<file path="config.mk">
export PLATFORM = sky130hd
export DESIGN_NAME = dpot_i2c_wr
export DESIGN_NICKNAME = d
export VERILOG_FILES = /design/src/rtl/dpot_pkg.sv /design/src/rtl/dpot_line_sync.sv /design/src/rtl/dpot_xfer_fsm.sv /design/src/rtl/dpot_prog_timer.sv /design/src/rtl/dpot_regfile.sv /design/src/rtl/dpot_i2c_wr.sv
export SDC_FILE = /design/constraint.sdc
export NUM_CORES = 1
export LEC_CHECK = 0
export ABC_AREA = 1
export CORE_MARGIN = 1
export CORE_UTILIZATION = 60
export DETAILED_ROUTE_END_ITERATION = 12
export PLACE_DENSITY = 0.95
export SLEW_MARGIN = 20
export SYNTH_ARGS = -nofsm -noshare
export SYNTH_HDL_FRONTEND = slang
export SYNTH_SLANG_ARGS = --single-unit
</file>
<file path="constraint.sdc">
create_clock -name clk -period 3.91 [get_ports clk]
set_input_delay 1.173 -clock clk [delete_from_list [all_inputs] [get_ports clk]]
set_output_delay 1.173 -clock clk [all_outputs]
set_load 0.05 [all_outputs]
</file>
<file path="src/rtl/dpot_pkg.sv">
package dpot_pkg;
   typedef enum logic [1:0] {ST_IDLE, ST_RX, ST_ACK, ST_HOLD} bus_st_t;
   typedef enum logic [1:0] {PH_ADDR, PH_INSTR, PH_DATA} phase_t;
   localparam logic [3:0] OP_WIPER = 4'b1010;
   localparam logic [3:0] OP_DREG  = 4'b1100;
   localparam int         NV_PER_POT = 4;
endpackage

</file>
<file path="src/rtl/dpot_line_sync.sv">
module dpot_line_sync #(
   parameter int SYNC_STAGES = 2
) (
   input  logic clk,
   input  logic rst_n,
   input  logic scl_i,
   input  logic sda_i,
   output logic scl_rise,
   output logic scl_fall,
   output logic start_p,
   output logic stop_p,
   output logic sda_lvl
);
   localparam int DEPTH = SYNC_STAGES + 1;

   logic [DEPTH-1:0] scl_q, sda_q;

   always_ff @(posedge clk or negedge rst_n) begin
      if (!rst_n) begin
         scl_q <= '1;
         sda_q <= '1;
      end else begin
         scl_q <= {scl_q[DEPTH-2:0], scl_i};
         sda_q <= {sda_q[DEPTH-2:0], sda_i};
      end
   end

   logic scl_now, scl_was, sda_now, sda_was;
   assign scl_now = scl_q[DEPTH-2];
   assign scl_was = scl_q[DEPTH-1];
   assign sda_now = sda_q[DEPTH-2];
   assign sda_was = sda_q[DEPTH-1];

   assign scl_rise = scl_now & ~scl_was;
   assign scl_fall = ~scl_now & scl_was;
   assign start_p  = scl_now & scl_was & sda_was & ~sda_now;
   assign stop_p   = scl_now & scl_was & ~sda_was & sda_now;
   assign sda_lvl  = sda_now;
endmodule

</file>
<file path="src/rtl/dpot_xfer_fsm.sv">
module dpot_xfer_fsm
   import dpot_pkg::*;
#(
   parameter int         WIPER_W  = 6,
   parameter int         NUM_POTS = 2,
   parameter logic [2:0] DEV_TYPE = 3'b010
) (
   input  logic               clk,
   input  logic               rst_n,
   input  logic               scl_rise,
   input  logic               scl_fall,
   input  logic               start_p,
   input  logic               stop_p,
   input  logic               sda_lvl,
   input  logic               busy,
   input  logic [3:0]         addr_pins,
   output logic               sda_low,
   output logic               vol_we,
   output logic [WIPER_W-1:0] vol_data,
   output logic               nv_go,
   output logic [1:0]         tgt_pot,
   output logic [1:0]         tgt_sel,
   output logic [WIPER_W-1:0] nv_data
);
   bus_st_t            st;
   phase_t             ph;
   logic [7:0]         sh;
   logic [3:0]         cnt;
   logic [3:0]         op_q;
   logic [1:0]         sel_q, pot_q;
   logic [WIPER_W-1:0] data_q;
   logic               nv_pend;

   logic byte_done, addr_ok, instr_ok, byte_ack;

   assign byte_done = (st == ST_RX) && scl_fall && (cnt == 4'd8);
   assign addr_ok   = (sh[7:5] == DEV_TYPE) && (sh[4:1] == addr_pins) && !sh[0];
   assign instr_ok  = ((sh[7:4] == OP_WIPER) || (sh[7:4] == OP_DREG))
                      && (int'(sh[1:0]) < NUM_POTS);

   always_comb begin
      case (ph)
         PH_ADDR:  byte_ack = addr_ok;
         PH_INSTR: byte_ack = instr_ok;
         default:  byte_ack = 1'b1;
      endcase
   end

   assign vol_we   = byte_done && (ph == PH_DATA) && (op_q == OP_WIPER);
   assign vol_data = sh[WIPER_W-1:0];
   assign nv_go    = stop_p && nv_pend && !busy;
   assign tgt_pot  = pot_q;
   assign tgt_sel  = sel_q;
   assign nv_data  = data_q;

   always_ff @(posedge clk or negedge rst_n) begin
      if (!rst_n) begin
         st      <= ST_IDLE;
         ph      <= PH_ADDR;
         sh      <= '0;
         cnt     <= '0;
         op_q    <= '0;
         sel_q   <= '0;
         pot_q   <= '0;
         data_q  <= '0;
         nv_pend <= 1'b0;
         sda_low <= 1'b0;
      end else if (start_p) begin
         st      <= busy ? ST_IDLE : ST_RX;
         ph      <= PH_ADDR;
         cnt     <= '0;
         nv_pend <= 1'b0;
         sda_low <= 1'b0;
      end else if (stop_p) begin
         st      <= ST_IDLE;
         nv_pend <= 1'b0;
         sda_low <= 1'b0;
      end else begin
         case (st)
            ST_RX: begin
               if (scl_rise && (cnt < 4'd8)) begin
                  sh  <= {sh[6:0], sda_lvl};
                  cnt <= cnt + 4'd1;
               end
               if (byte_done) begin
                  if (byte_ack) begin
                     sda_low <= 1'b1;
                     st      <= ST_ACK;
                     if (ph == PH_INSTR) begin
                        op_q  <= sh[7:4];
                        sel_q <= sh[3:2];
                        pot_q <= sh[1:0];
                     end
                     if (ph == PH_DATA) begin
                        data_q  <= sh[WIPER_W-1:0];
                        nv_pend <= (op_q == OP_DREG);
                     end
                  end else begin
                     st <= ST_IDLE;
                  end
               end
            end
            ST_ACK: begin
               if (scl_fall) begin
                  sda_low <= 1'b0;
                  cnt     <= '0;
                  case (ph)
                     PH_ADDR:  begin ph <= PH_INSTR; st <= ST_RX; end
                     PH_INSTR: begin ph <= PH_DATA;  st <= ST_RX; end
                     default:  st <= ST_HOLD;
                  endcase
               end
            end
            default: ;
         endcase
      end
   end
endmodule

</file>
<file path="src/rtl/dpot_prog_timer.sv">
module dpot_prog_timer #(
   parameter int WIPER_W     = 6,
   parameter int PROG_CYCLES = 1250000
) (
   input  logic               clk,
   input  logic               rst_n,
   input  logic               go,
   input  logic [1:0]         pot_in,
   input  logic [1:0]         sel_in,
   input  logic [WIPER_W-1:0] data_in,
   output logic               busy,
   output logic               commit,
   output logic [1:0]         c_pot,
   output logic [1:0]         c_sel,
   output logic [WIPER_W-1:0] c_data
);
   localparam int          CW   = (PROG_CYCLES > 1) ? $clog2(PROG_CYCLES) : 1;
   localparam logic [CW-1:0] LAST = CW'(PROG_CYCLES - 1);

   logic [CW-1:0] cnt;

   assign commit = busy && (cnt == LAST);

   always_ff @(posedge clk or negedge rst_n) begin
      if (!rst_n) begin
         busy   <= 1'b0;
         cnt    <= '0;
         c_pot  <= '0;
         c_sel  <= '0;
         c_data <= '0;
      end else if (go && !busy) begin
         busy   <= 1'b1;
         cnt    <= '0;
         c_pot  <= pot_in;
         c_sel  <= sel_in;
         c_data <= data_in;
      end else if (busy) begin
         if (cnt == LAST) busy <= 1'b0;
         else             cnt  <= cnt + 1'b1;
      end
   end
endmodule

</file>
<file path="src/rtl/dpot_regfile.sv">
module dpot_regfile
   import dpot_pkg::*;
#(
   parameter int WIPER_W  = 6,
   parameter int NUM_POTS = 2
) (
   input  logic                                  clk,
   input  logic                                  rst_n,
   input  logic                                  vol_we,
   input  logic [1:0]                            vol_pot,
   input  logic [WIPER_W-1:0]                    vol_data,
   input  logic                                  nv_we,
   input  logic [1:0]                            nv_pot,
   input  logic [1:0]                            nv_sel,
   input  logic [WIPER_W-1:0]                    nv_data,
   output logic [NUM_POTS*WIPER_W-1:0]           wiper_o,
   output logic [NUM_POTS*NV_PER_POT*WIPER_W-1:0] nvreg_o
);
   for (genvar p = 0; p < NUM_POTS; p++) begin : g_pot
      always_ff @(posedge clk or negedge rst_n) begin
         if (!rst_n)
            wiper_o[p*WIPER_W +: WIPER_W] <= '0;
         else if (vol_we && (int'(vol_pot) == p))
            wiper_o[p*WIPER_W +: WIPER_W] <= vol_data;
      end
      for (genvar r = 0; r < NV_PER_POT; r++) begin : g_reg
         localparam int BASE = (p*NV_PER_POT + r) * WIPER_W;
         always_ff @(posedge clk or negedge rst_n) begin
            if (!rst_n)
               nvreg_o[BASE +: WIPER_W] <= '0;
            else if (nv_we && (int'(nv_pot) == p) && (int'(nv_sel) == r))
               nvreg_o[BASE +: WIPER_W] <= nv_data;
         end
      end
   end
endmodule

</file>
<file path="src/rtl/dpot_i2c_wr.sv">
module dpot_i2c_wr
   import dpot_pkg::*;
#(
   parameter int         WIPER_W     = 6,
   parameter int         NUM_POTS    = 2,
   parameter int         PROG_CYCLES = 1250000,
   parameter int         SYNC_STAGES = 2,
   parameter logic [2:0] DEV_TYPE    = 3'b010
) (
   input  logic                                   clk,
   input  logic                                   rst_n,
   input  logic                                   scl_i,
   input  logic                                   sda_i,
   output logic                                   sda_drive_low_o,
   input  logic [3:0]                             addr_pins_i,
   output logic [NUM_POTS*WIPER_W-1:0]            wiper_o,
   output logic [NUM_POTS*NV_PER_POT*WIPER_W-1:0] nvreg_o,
   output logic                                   busy_o
);
   if (WIPER_W < 1 || WIPER_W > 8) begin : g_bad_width
      $error("WIPER_W must lie in 1..8");
   end
   if (NUM_POTS < 1 || NUM_POTS > 4) begin : g_bad_pots
      $error("NUM_POTS must lie in 1..4");
   end
   if (PROG_CYCLES < 2) begin : g_bad_prog
      $error("PROG_CYCLES must be at least 2");
   end
   if (SYNC_STAGES < 2) begin : g_bad_sync
      $error("SYNC_STAGES must be at least 2");
   end

   logic scl_rise, scl_fall, start_p, stop_p, sda_lvl;
   logic vol_we, nv_go, commit;
   logic [1:0] tgt_pot, tgt_sel, c_pot, c_sel;
   logic [WIPER_W-1:0] vol_data, nv_data, c_data;

   dpot_line_sync #(.SYNC_STAGES(SYNC_STAGES)) u_sync (
      .clk(clk), .rst_n(rst_n), .scl_i(scl_i), .sda_i(sda_i),
      .scl_rise(scl_rise), .scl_fall(scl_fall),
      .start_p(start_p), .stop_p(stop_p), .sda_lvl(sda_lvl));

   dpot_xfer_fsm #(.WIPER_W(WIPER_W), .NUM_POTS(NUM_POTS), .DEV_TYPE(DEV_TYPE)) u_fsm (
      .clk(clk), .rst_n(rst_n), .scl_rise(scl_rise), .scl_fall(scl_fall),
      .start_p(start_p), .stop_p(stop_p), .sda_lvl(sda_lvl), .busy(busy_o),
      .addr_pins(addr_pins_i), .sda_low(sda_drive_low_o),
      .vol_we(vol_we), .vol_data(vol_data), .nv_go(nv_go),
      .tgt_pot(tgt_pot), .tgt_sel(tgt_sel), .nv_data(nv_data));

   dpot_prog_timer #(.WIPER_W(WIPER_W), .PROG_CYCLES(PROG_CYCLES)) u_timer (
      .clk(clk), .rst_n(rst_n), .go(nv_go), .pot_in(tgt_pot), .sel_in(tgt_sel),
      .data_in(nv_data), .busy(busy_o), .commit(commit),
      .c_pot(c_pot), .c_sel(c_sel), .c_data(c_data));

   dpot_regfile #(.WIPER_W(WIPER_W), .NUM_POTS(NUM_POTS)) u_regs (
      .clk(clk), .rst_n(rst_n),
      .vol_we(vol_we), .vol_pot(tgt_pot), .vol_data(vol_data),
      .nv_we(commit), .nv_pot(c_pot), .nv_sel(c_sel), .nv_data(c_data),
      .wiper_o(wiper_o), .nvreg_o(nvreg_o));
endmodule

</file>
Yosys cells after proc, flatten, opt, wreduce, memory -nomap -nowiden. Index checks and enable logic that the tools add are counted.

Logic and storage cells: 156. Register bits: 130.

$lt $le $gt $ge: 2. $add $sub $neg: 2. Reductions and logical operators: 51. Equality and inequality tests: 24. Multiplexer cells: 37. Bitwise logic cells: 13.

Operators by type and width (number): 2-to-1 mux 21 bit (3); logical AND 1 bit (24); adder 21 x 1 -> 21 bit, second input constant (1); equality test 21 bit, second input constant (1); equality test 4 bit, second input constant (5); 2-to-1 mux 2 bit (10); AND reduction 4 bit (5); nonzero test 3 bit (6); 2-to-1 mux 4 bit (4); 2-to-1 mux 1 bit (15); equality test 2 bit, second input constant (6); != test 4 x 2 -> 1 bit, second input constant (3); AND reduction 6 bit (2); logical NOT 2 bit (4); case mux 2 bit (2 select lines) (2); case mux 4 bit (2 select lines) (1); AND 1 bit (7); equality test 2 x 1 -> 1 bit, second input constant (3); inverter 1 bit (6); nonzero test 2 bit (3); adder 4 x 1 -> 4 bit, second input constant (1); equality test 4 bit (1); < comparator 4 bit, second input constant (1); != test 2 bit, second input constant (2); 11 further kinds (13).

Depth between registers and ports, before layout. Gate-level depths: netlist of the first run.

Depth in word-level cells: 9. Depth in mapped cells: 12.

Hierarchy. From an unflattened synthesis of the first run, not the netlist that was laid out.

Cells, all modules: 742. Area total of the unflattened synthesis: 6093.3 µm².

By module, submodules not included: dpot_regfile (times used 1, cells an instance 274, sequential area each 1501.4 µm², area an instance 2486.1 µm²); dpot_prog_timer (times used 1, cells an instance 242, sequential area each 800.8 µm², area an instance 1786.7 µm²); dpot_xfer_fsm (times used 1, cells an instance 209, sequential area each 800.8 µm², area an instance 1621.6 µm²); dpot_line_sync (times used 1, cells an instance 17, sequential area each 157.7 µm², area an instance 198.9 µm²).

Worst setup path before layout of the first run. Ideal clock, no wire load.

Path type: input-to-reg. Start point: input port addr_pins_i[2]. End point: register u_fsm.op_q[1]. Buffers on the path: 1. Cell stages on the path: 10. Arrival time: 1.940 ns. Slack: 1.853 ns. Data required time: 3.793 ns. Library setup time: 0.117 ns. Cell sequence: inv_1 > nand2_1 > nand2_1 > nor2_1 > nand3_1 > nand2_1 > nand3_1 > buf_2 > nor2_1 > nor2_1.

Word-level cells in the longest chain between the ends: 5.

Ends and longest elaborated chain: start, declared (RTL line dpot_i2c_wr.sv:15) `input logic [3:0] addr_pins_i,`; equality test 4 bit (RTL line dpot_xfer_fsm.sv:37) `assign addr_ok = (sh[7:5] == DEV_TYPE) && (sh[4:1] == addr_pins) && !sh[0];`; logical AND 1 bit (2 in a row) (RTL line dpot_xfer_fsm.sv:37); case mux 1 bit (2 select lines) (RTL line dpot_xfer_fsm.sv:42) `case (ph)`; AND reduction 6 bit (no line); end signal, assigned (RTL line dpot_xfer_fsm.sv:90) `op_q <= sh[7:4];`; end, declared (RTL line dpot_xfer_fsm.sv:29) `logic [3:0] op_q;`.

Every way passes these cells. A chain may end at the register's enable or synchronous reset.

Worst setup path in the final report of the first run.
Start point: register u_timer.busy. End point: output port busy_o.

RTL lines: start, declared (RTL line dpot_prog_timer.sv:11) `output logic busy,`; start signal, assigned (RTL line dpot_prog_timer.sv:26) `busy <= 1'b0;`; start signal, assigned (RTL line dpot_prog_timer.sv:32) `busy <= 1'b1;`; start signal, assigned (RTL line dpot_prog_timer.sv:38) `if (cnt == LAST) busy <= 1'b0;`; end, declared (RTL line dpot_i2c_wr.sv:18) `output logic busy_o`.

No word-level cell between the ends.

==> results.sh, run 1 <==
export IMPL_path_max_fanout=4
export IMPL_h_tree_depth=4
export IMPL_worstHoldPathCells=0
export IMPL_clock_tree_buffer_depth=2
export IMPL_status="finished, final reports clean"
export IMPL_antenna_left=0
export IMPL_num_io_pins=70
export IMPL_finalSetupTns_ns=0
export IMPL_synth_simple_gate_area_frac=0.314
export IMPL_wl_per_cell_microns=17.2
export IMPL_cp_depth=1
export IMPL_syn_nets=746
export IMPL_slew_headroom=0.313
export IMPL_synth_most_common_cell="nand2_1"
export IMPL_synth_compound_area_frac=0.0476
export IMPL_min_path_type="flip-flop to flip-flop"
export IMPL_ys_async_sr_fraction=1.00
export IMPL_grt_overflow=0
export IMPL_synth_top_cells_by_area="dfrtp_1, nand2_1, nand4_1"
export IMPL_synthAdderAreaFrac=0.0103
export IMPL_die_area_sq_um=10500
export IMPL_fin_cells=942
export IMPL_clock_skew_ns=0.0130
export IMPL_cp_arrival_ns=1.78
export IMPL_fin_crit_sh=0.754
export IMPL_synth_seq_cells=130
export IMPL_wl_met2_mm=8.15
export IMPL_drv_cap=0
export IMPL_cts_sinks=130
export IMPL_rr_worst_depth=10
export IMPL_switching_share=0.286
export IMPL_drc=0
export IMPL_grt_pass1_vias=5402
export IMPL_clk_latency_ns=0.53
export IMPL_wl_met1_mm=6.03
export IMPL_start_util=0.619
export IMPL_rsz0062_at_grt="no"
export IMPL_crit_slowest_cell="clkdlybuf4s50_1"
export IMPL_numPlacedInstances=910
export IMPL_cts_hold_buf=0
export IMPL_portBuffers=69
export IMPL_grt_usage=0.336
export IMPL_hold_viol=0
export IMPL_synth_area_sq_um=6050
export IMPL_drt_vias_per_instance=5.91
export IMPL_slew_viol_final=0
export IMPL_diodes=0
export IMPL_synth_cells=733
export IMPL_post_cts_resized=0
export IMPL_syn_avg_cell_area_sq_um=8.25
export IMPL_synth_largest_area_cell="dfrtp_1"
export IMPL_yosys_area_top_type_share=0.513
export IMPL_pwr_share_seq=0.428
export IMPL_root_buffer="clkbuf_8"
export IMPL_cts_made_buffers=17
export IMPL_vias=5571
export IMPL_fp_row_count=36
export IMPL_core_area_sq_um=9770
export IMPL_critPathTopFamily="buffers and inverters"
export IMPL_drt_initial_drc_count=525
export IMPL_p_clk_frac=0.450
export IMPL_synthToLayoutAreaGrowth_pct=22.3
export IMPL_crit_chain="clkdlybuf4s50_1"
export IMPL_ir_drop_v=0.000321
export IMPL_die_w_microns=102
export IMPL_antenna_found_initial=0
export IMPL_drt_pass1_iterations=5
export IMPL_postCtsSetupRepairBufs=0
export IMPL_cpPeakStageDelay_ns=0.83
export IMPL_synthTopCellsByCount="nand2_1, dfrtp_1, inv_1"
export IMPL_grt_max_degree=60
export IMPL_ys_seq_area_frac=0.539
export IMPL_power_share_combinational=0.122
export IMPL_ys_warn_count=0
export IMPL_setup_violations=0
export IMPL_synth_xor_area_share=0.0203
export IMPL_synth_enable_flop_cells=0
export IMPL_worstPathRequired_ns=2.74
export IMPL_synth_mux_area_frac=0
export IMPL_power_density_nw_per_um2=477
export IMPL_die_h_microns=102
export IMPL_grt_pass1_wl_mm=26.8
export IMPL_end_kind="output pin"
export IMPL_drive_gt1_frac=0.0779
export IMPL_clkTransAtPathRegs_ns=0.06
export IMPL_leakage_nw=3.63
export IMPL_dp_hpwl_mm=9.86
export IMPL_cts_tree="yes"
export IMPL_gp_congestion=0.901
export IMPL_ys_flop_type="dfrtp_1"
export IMPL_routed_top_layer="met4"
export IMPL_cp_start_kind="flip-flop"
export IMPL_wl_mm=16.2
export IMPL_p_sw_mw=1.01
export IMPL_p_int_mw=2.52
export IMPL_max_freq_mhz=339
export IMPL_nNetsFinal=809
export IMPL_layout_min_cycle_time_ns=2.95
export IMPL_wl_met3_mm=1.45
export IMPL_critPathKind="flip-flop to output pin"
export IMPL_synth_distinct_cells=27
export IMPL_path_buf_inv=1
export IMPL_tightest_slew_ns=1.03
export IMPL_num_fill_cells=607
export IMPL_finish_utilization=0.757
export IMPL_synth_top_family_by_area="simple AND/OR/NAND/NOR gates"
-- path summary, 6_finish.rpt --
kind	slack (ns)	endpoint	start
hold / removal	0.36	u_sync.sda_q[1]$_DFF_PN1_	u_sync.sda_q[0]$_DFF_PN1_
hold reg to reg	0.36	u_sync.sda_q[1]$_DFF_PN1_	u_sync.sda_q[0]$_DFF_PN1_
setup / recovery	0.96	busy_o	u_timer.busy$_DFF_PN0_
setup reg to reg	0.99	u_regs.nvreg_o[15]$_DFFE_PN0P_	u_timer.cnt[0]$_DFFE_PN0P_
max in group asynchronous	2.47	u_timer.cnt[19]$_DFFE_PN0P_	rst_n
min in group asynchronous	0.65	u_regs.nvreg_o[2]$_DFFE_PN0P_	rst_n
-- routing by layer --
metal  vias up  global-route usage
li1       2497                   -
met1      2618               0.413
met2       371               0.546
met3        85              0.0917
met4         0               0.175
met5         -                   0
-- through the flow --
| step | power [mW] | setup slack (ns) | hold WS, ns | area, sq um |
|---|---|---|---|---|
| after floorplan | 1.79 | 1.85 | 0.345 | 6050 |
| after global placement | 1.91 | 1.19 | 0.347 | 6800 |
| after detailed placement | 1.94 | 1.07 | 0.347 | 6800 |
| after CTS | 3.51 | 0.955 | 0.360 | 7390 |
| after global routing | 3.67 | 0.747 | 0.363 | 7400 |
| final | 3.53 | 0.960 | 0.358 | 7400 |
-- power by group through the flow --
| stage | clock network [mW] | logic (mW) | registers (mW) |
|---|---|---|---|
| after floorplan | 0 | 0.269 | 1.52 |
| after global placement | 0 | 0.384 | 1.52 |
| after detailed placement | 0 | 0.409 | 1.53 |
| after CTS | 1.58 | 0.426 | 1.51 |
| after global routing | 1.66 | 0.486 | 1.52 |
| final | 1.59 | 0.430 | 1.51 |
-- kinds of logic after synthesis --
| logic type | Yosys count |
|---|---|
| adder cells (fa/ha/maj) | 5 |
| buffers and inverters | 97 |
| AO/OA/AOI/OAI | 57 |
| XOR/XNOR | 14 |
| flip-flops | 130 |
| AND/OR/NAND/NOR | 430 |
-- layout by cell type (no fill, tap or decap), types with 9 or more instances in the layout --
| cell type | instances |
|---|---|
| clkbuf_16 | 16 |
| nor3_1 | 9 |
| dfrtp_1 | 124 |
| nand3_1 | 40 |
| o21ai_0 | 44 |
| xor2_1 | 14 |
| inv_1 | 63 |
| nor2_1 | 54 |
| clkdlybuf4s50_1 | 68 |
| nand4_1 | 57 |
| nand2_1 | 251 |
-- flip-flops by register name (all words and copies together), names as in the netlist, 2 cells and up --
signal	cells
u_fsm.tgt_pot	2
u_timer.c_sel	2
u_fsm.op_q	4
u_fsm.ph	2
u_fsm.nv_data	6
u_timer.cnt	21
u_timer.c_pot	2
u_sync.scl_q	3
u_regs.nvreg_o	48
u_fsm.st	2
u_fsm.cnt	4
u_fsm.tgt_sel	2
u_regs.wiper_o	12
u_sync.sda_q	3
u_timer.c_data	6
u_fsm.sh	8
-- cell type report --
cell class,count,area [sq um],share of cell area
Sequential cell,130,3260,0.441
Multi-Input combinational cell,506,2390,0.323
Timing Repair Buffer,75,746,0.101
Clock buffer,20,445,0.0602
Inverter,66,248,0.0335
Tap cell,133,166,0.0225
Clock inverter,12,144,0.0195
No activity file was read; power rests on OpenSTA's default activity.
==> run 2: changes to the inputs <==
--- a/config.mk
+++ b/config.mk
@@ -7,9 +7,9 @@
 export LEC_CHECK = 0
 export ABC_AREA = 1
 export CORE_MARGIN = 1
-export CORE_UTILIZATION = 60
+export CORE_UTILIZATION = 56
 export DETAILED_ROUTE_END_ITERATION = 12
-export PLACE_DENSITY = 0.95
+export PLACE_DENSITY = 0.91
 export SLEW_MARGIN = 20
 export SYNTH_ARGS = -nofsm -noshare
 export SYNTH_HDL_FRONTEND = slang
==> constraint.sdc (replaced) <==
create_clock -name clk -period 2.94 [get_ports clk]
set_input_delay 0.882 -clock clk [delete_from_list [all_inputs] [get_ports clk]]
set_output_delay 0.882 -clock clk [all_outputs]
set_load 0.05 [all_outputs]
==> run 2 against run 1 <==
Against the previous run: critical endpoint unchanged; via count shrank 0.77%; largest cell class unchanged; highest routed layer unchanged; global-route usage is 4.4 points lower; largest power group unchanged; die area increased by 7.0%; clock power grew 30%; non-clock buffer count shrank 1; clock skew shrank 0.0056 ns; total power is 32% higher.
==> results.sh, run 2 (synthesis results as in run 1) <==
export IMPL_pwr_share_seq=0.432
export IMPL_end_kind="output pin"
export IMPL_h_tree_depth=4
export IMPL_wl_per_cell_microns=16.0
export IMPL_post_dp_cell_area_sq_um=6810
export IMPL_met1_usage=0.380
export IMPL_wl_mm=15.1
export IMPL_regToRegEndpoint="u_regs.nvreg_o[47]$_DFFE_PN0P_"
export IMPL_top_usage_layer="met2"
export IMPL_root_buffer="clkbuf_8"
export IMPL_ir_drop_v=0.000430
export IMPL_layout_min_cycle_time_ns=2.65
export IMPL_path_buf_inv=1
export IMPL_critPathKind="flip-flop to output pin"
export IMPL_worstPathRequired_ns=2.06
export IMPL_synthToLayoutAreaGrowth_pct=22.1
export IMPL_path_max_fanout=4
export IMPL_min_path_type="flip-flop to flip-flop"
export IMPL_gp_congestion=0.916
export IMPL_grt_pass1_vias=5330
export IMPL_grtUsageMet3=0.0466
export IMPL_cpPeakStageDelay_ns=0.83
export IMPL_nNetsFinal=808
export IMPL_largest_reg_flops=48
export IMPL_drt_vias_per_instance=5.86
export IMPL_fp_row_count=37
export IMPL_finalSetupTns_ns=0
export IMPL_cts_made_buffers=17
export IMPL_grt_max_degree=131
export IMPL_fin_cells=944
export IMPL_hold_viol=0
export IMPL_clk_latency_ns=0.53
export IMPL_cp_depth=1
export IMPL_die_h_microns=106
export IMPL_max_freq_mhz=378
export IMPL_power_density_nw_per_um2=629
export IMPL_groute_layer_met2_usage=0.483
export IMPL_clock_skew_ns=0.00736
export IMPL_crit_chain="clkdlybuf4s50_1"
export IMPL_cts_tree="yes"
export IMPL_drt_pass1_iterations=6
export IMPL_vias=5528
export IMPL_mostFrequentLayoutCells="nand2_1, dfrtp_1, clkdlybuf4s50_1"
export IMPL_design_area_sq_um=7380
export IMPL_cp_arrival_ns=1.77
export IMPL_antenna_found_initial=0
export IMPL_antenna_left=0
export IMPL_drc=0
export IMPL_drive_gt1_frac=0.0755
export IMPL_drv_cap=0
export IMPL_grt_pass1_wl_mm=25.8
export IMPL_die_w_microns=106
export IMPL_post_cts_resized=0
export IMPL_clock_tree_buffer_depth=2
export IMPL_core_area_sq_um=10400
export IMPL_numPlacedInstances=912
export IMPL_p_sw_mw=1.34
export IMPL_start_util=0.581
export IMPL_slew_headroom=0.360
export IMPL_rsz0062_at_grt="no"
export IMPL_p_int_mw=3.30
export IMPL_rr_worst_depth=11
export IMPL_status="finished, final reports clean"
export IMPL_postCtsSetupRepairBufs=0
export IMPL_critPathTopFamily="buffers and inverters"
export IMPL_worstReg2RegStart="u_timer.cnt[0]$_DFFE_PN0P_"
export IMPL_portBuffers=69
export IMPL_largest_register="u_regs.nvreg_o"
export IMPL_clkTransAtPathRegs_ns=0.06
export IMPL_switching_share=0.289
export IMPL_tightest_slew_ns=0.957
export IMPL_grt_overflow=0
export IMPL_dp_hpwl_mm=9.30
export IMPL_holdWs_ns=0.359
export IMPL_fin_crit_sh=0.901
export IMPL_diodes=0
export IMPL_crit_slowest_cell="clkdlybuf4s50_1"
export IMPL_num_io_pins=70
export IMPL_power_share_combinational=0.125
export IMPL_leakage_nw=3.61
export IMPL_die_area_sq_um=11200
export IMPL_grt_usage=0.292
export IMPL_setup_violations=0
export IMPL_reg_top3="u_regs.nvreg_o: 48 flops, u_timer.cnt: 21 flops, u_regs.wiper_o: 12 flops"
export IMPL_final_common_cell="nand2_1"
export IMPL_critical_path_startpoint="u_timer.busy$_DFF_PN0_"
export IMPL_num_fill_cells=705
export IMPL_cts_hold_buf=0
export IMPL_cp_start_kind="flip-flop"
export IMPL_crit_end="busy_o"
export IMPL_ff2ff_setup_slack_ns=0.63
export IMPL_slew_viol_final=0
export IMPL_cts_sinks=130
export IMPL_p_clk_frac=0.443
export IMPL_drt_initial_drc_count=465
run 2: cell types whose count changed in the layout (fill, tap and decap cells not counted):
cell / previous run / this run
nor2_2: 1 / 2
clkinv_2: 1 / 0
buf_4: 6 / 4
clkbuf_1: 1 / 2
clkbuf_8: 3 / 1
clkinvlp_4: 0 / 4
clkinv_4: 4 / 2
nor2_4: 3 / 2
buf_12: 1 / 2
run 2: power groups by stage:
stage               Sequential [mW]  Combinational [mW]  Clock (mW)
finish                         2.01               0.581        2.06
CTS                            2.00               0.573        2.05
detailed placement             2.03               0.547           0
global placement               2.03               0.513           0
global route                   2.02               0.658        2.13
floorplan                      2.03               0.358           0
run 2: worst min path at each step:
stage | startpoint | end | slack, ns | cells after the start
finish | u_sync.scl_q[0]$_DFF_PN1_ | u_sync.scl_q[1]$_DFF_PN1_ | 0.36 | 0
global placement | u_sync.scl_q[0]$_DFF_PN1_ | u_sync.scl_q[1]$_DFF_PN1_ | 0.35 | 0
global route | u_sync.scl_q[0]$_DFF_PN1_ | u_sync.scl_q[1]$_DFF_PN1_ | 0.36 | 0
floorplan | u_sync.scl_q[0]$_DFF_PN1_ | u_sync.scl_q[1]$_DFF_PN1_ | 0.35 | 0
detailed placement | u_sync.scl_q[0]$_DFF_PN1_ | u_sync.scl_q[1]$_DFF_PN1_ | 0.35 | 0
CTS | u_sync.scl_q[0]$_DFF_PN1_ | u_sync.scl_q[1]$_DFF_PN1_ | 0.36 | 0
run 2: final cells by class:
cell class              count  area, sq um  area share
flip-flops and latches    130         3260       0.442
repair buffers             74          751       0.102
multi-input cells         506         2380       0.323
clock buffers              19          422      0.0571
well taps                 136          170      0.0230
inverters                  66          248      0.0335
clock inverters            13          151      0.0205
run 2: per-stage QoR:
stage               power [mW]   util  setup slack (ns)
finish                    4.65  0.709             0.292
global route              4.81  0.709             0.262
CTS                       4.63  0.709             0.278
detailed placement        2.58  0.654             0.390
global placement          2.54  0.654             0.504
floorplan                 2.39      -              1.17
run 2: layer usage:
layer	up-vias	routed length (microns)
met2	335	7540
met3	59	1060
met4	0	533
li1	2503	-
met1	2631	6000
met5	-	0
==> run 3: changes to the inputs <==
--- a/config.mk
+++ b/config.mk
@@ -10,7 +10,6 @@
 export CORE_UTILIZATION = 56
 export DETAILED_ROUTE_END_ITERATION = 12
 export PLACE_DENSITY = 0.91
-export SLEW_MARGIN = 20
 export SYNTH_ARGS = -nofsm -noshare
 export SYNTH_HDL_FRONTEND = slang
 export SYNTH_SLANG_ARGS = --single-unit
==> results of run 3 <==
The final DEF is identical to that of run 2; final timing and power are the same.
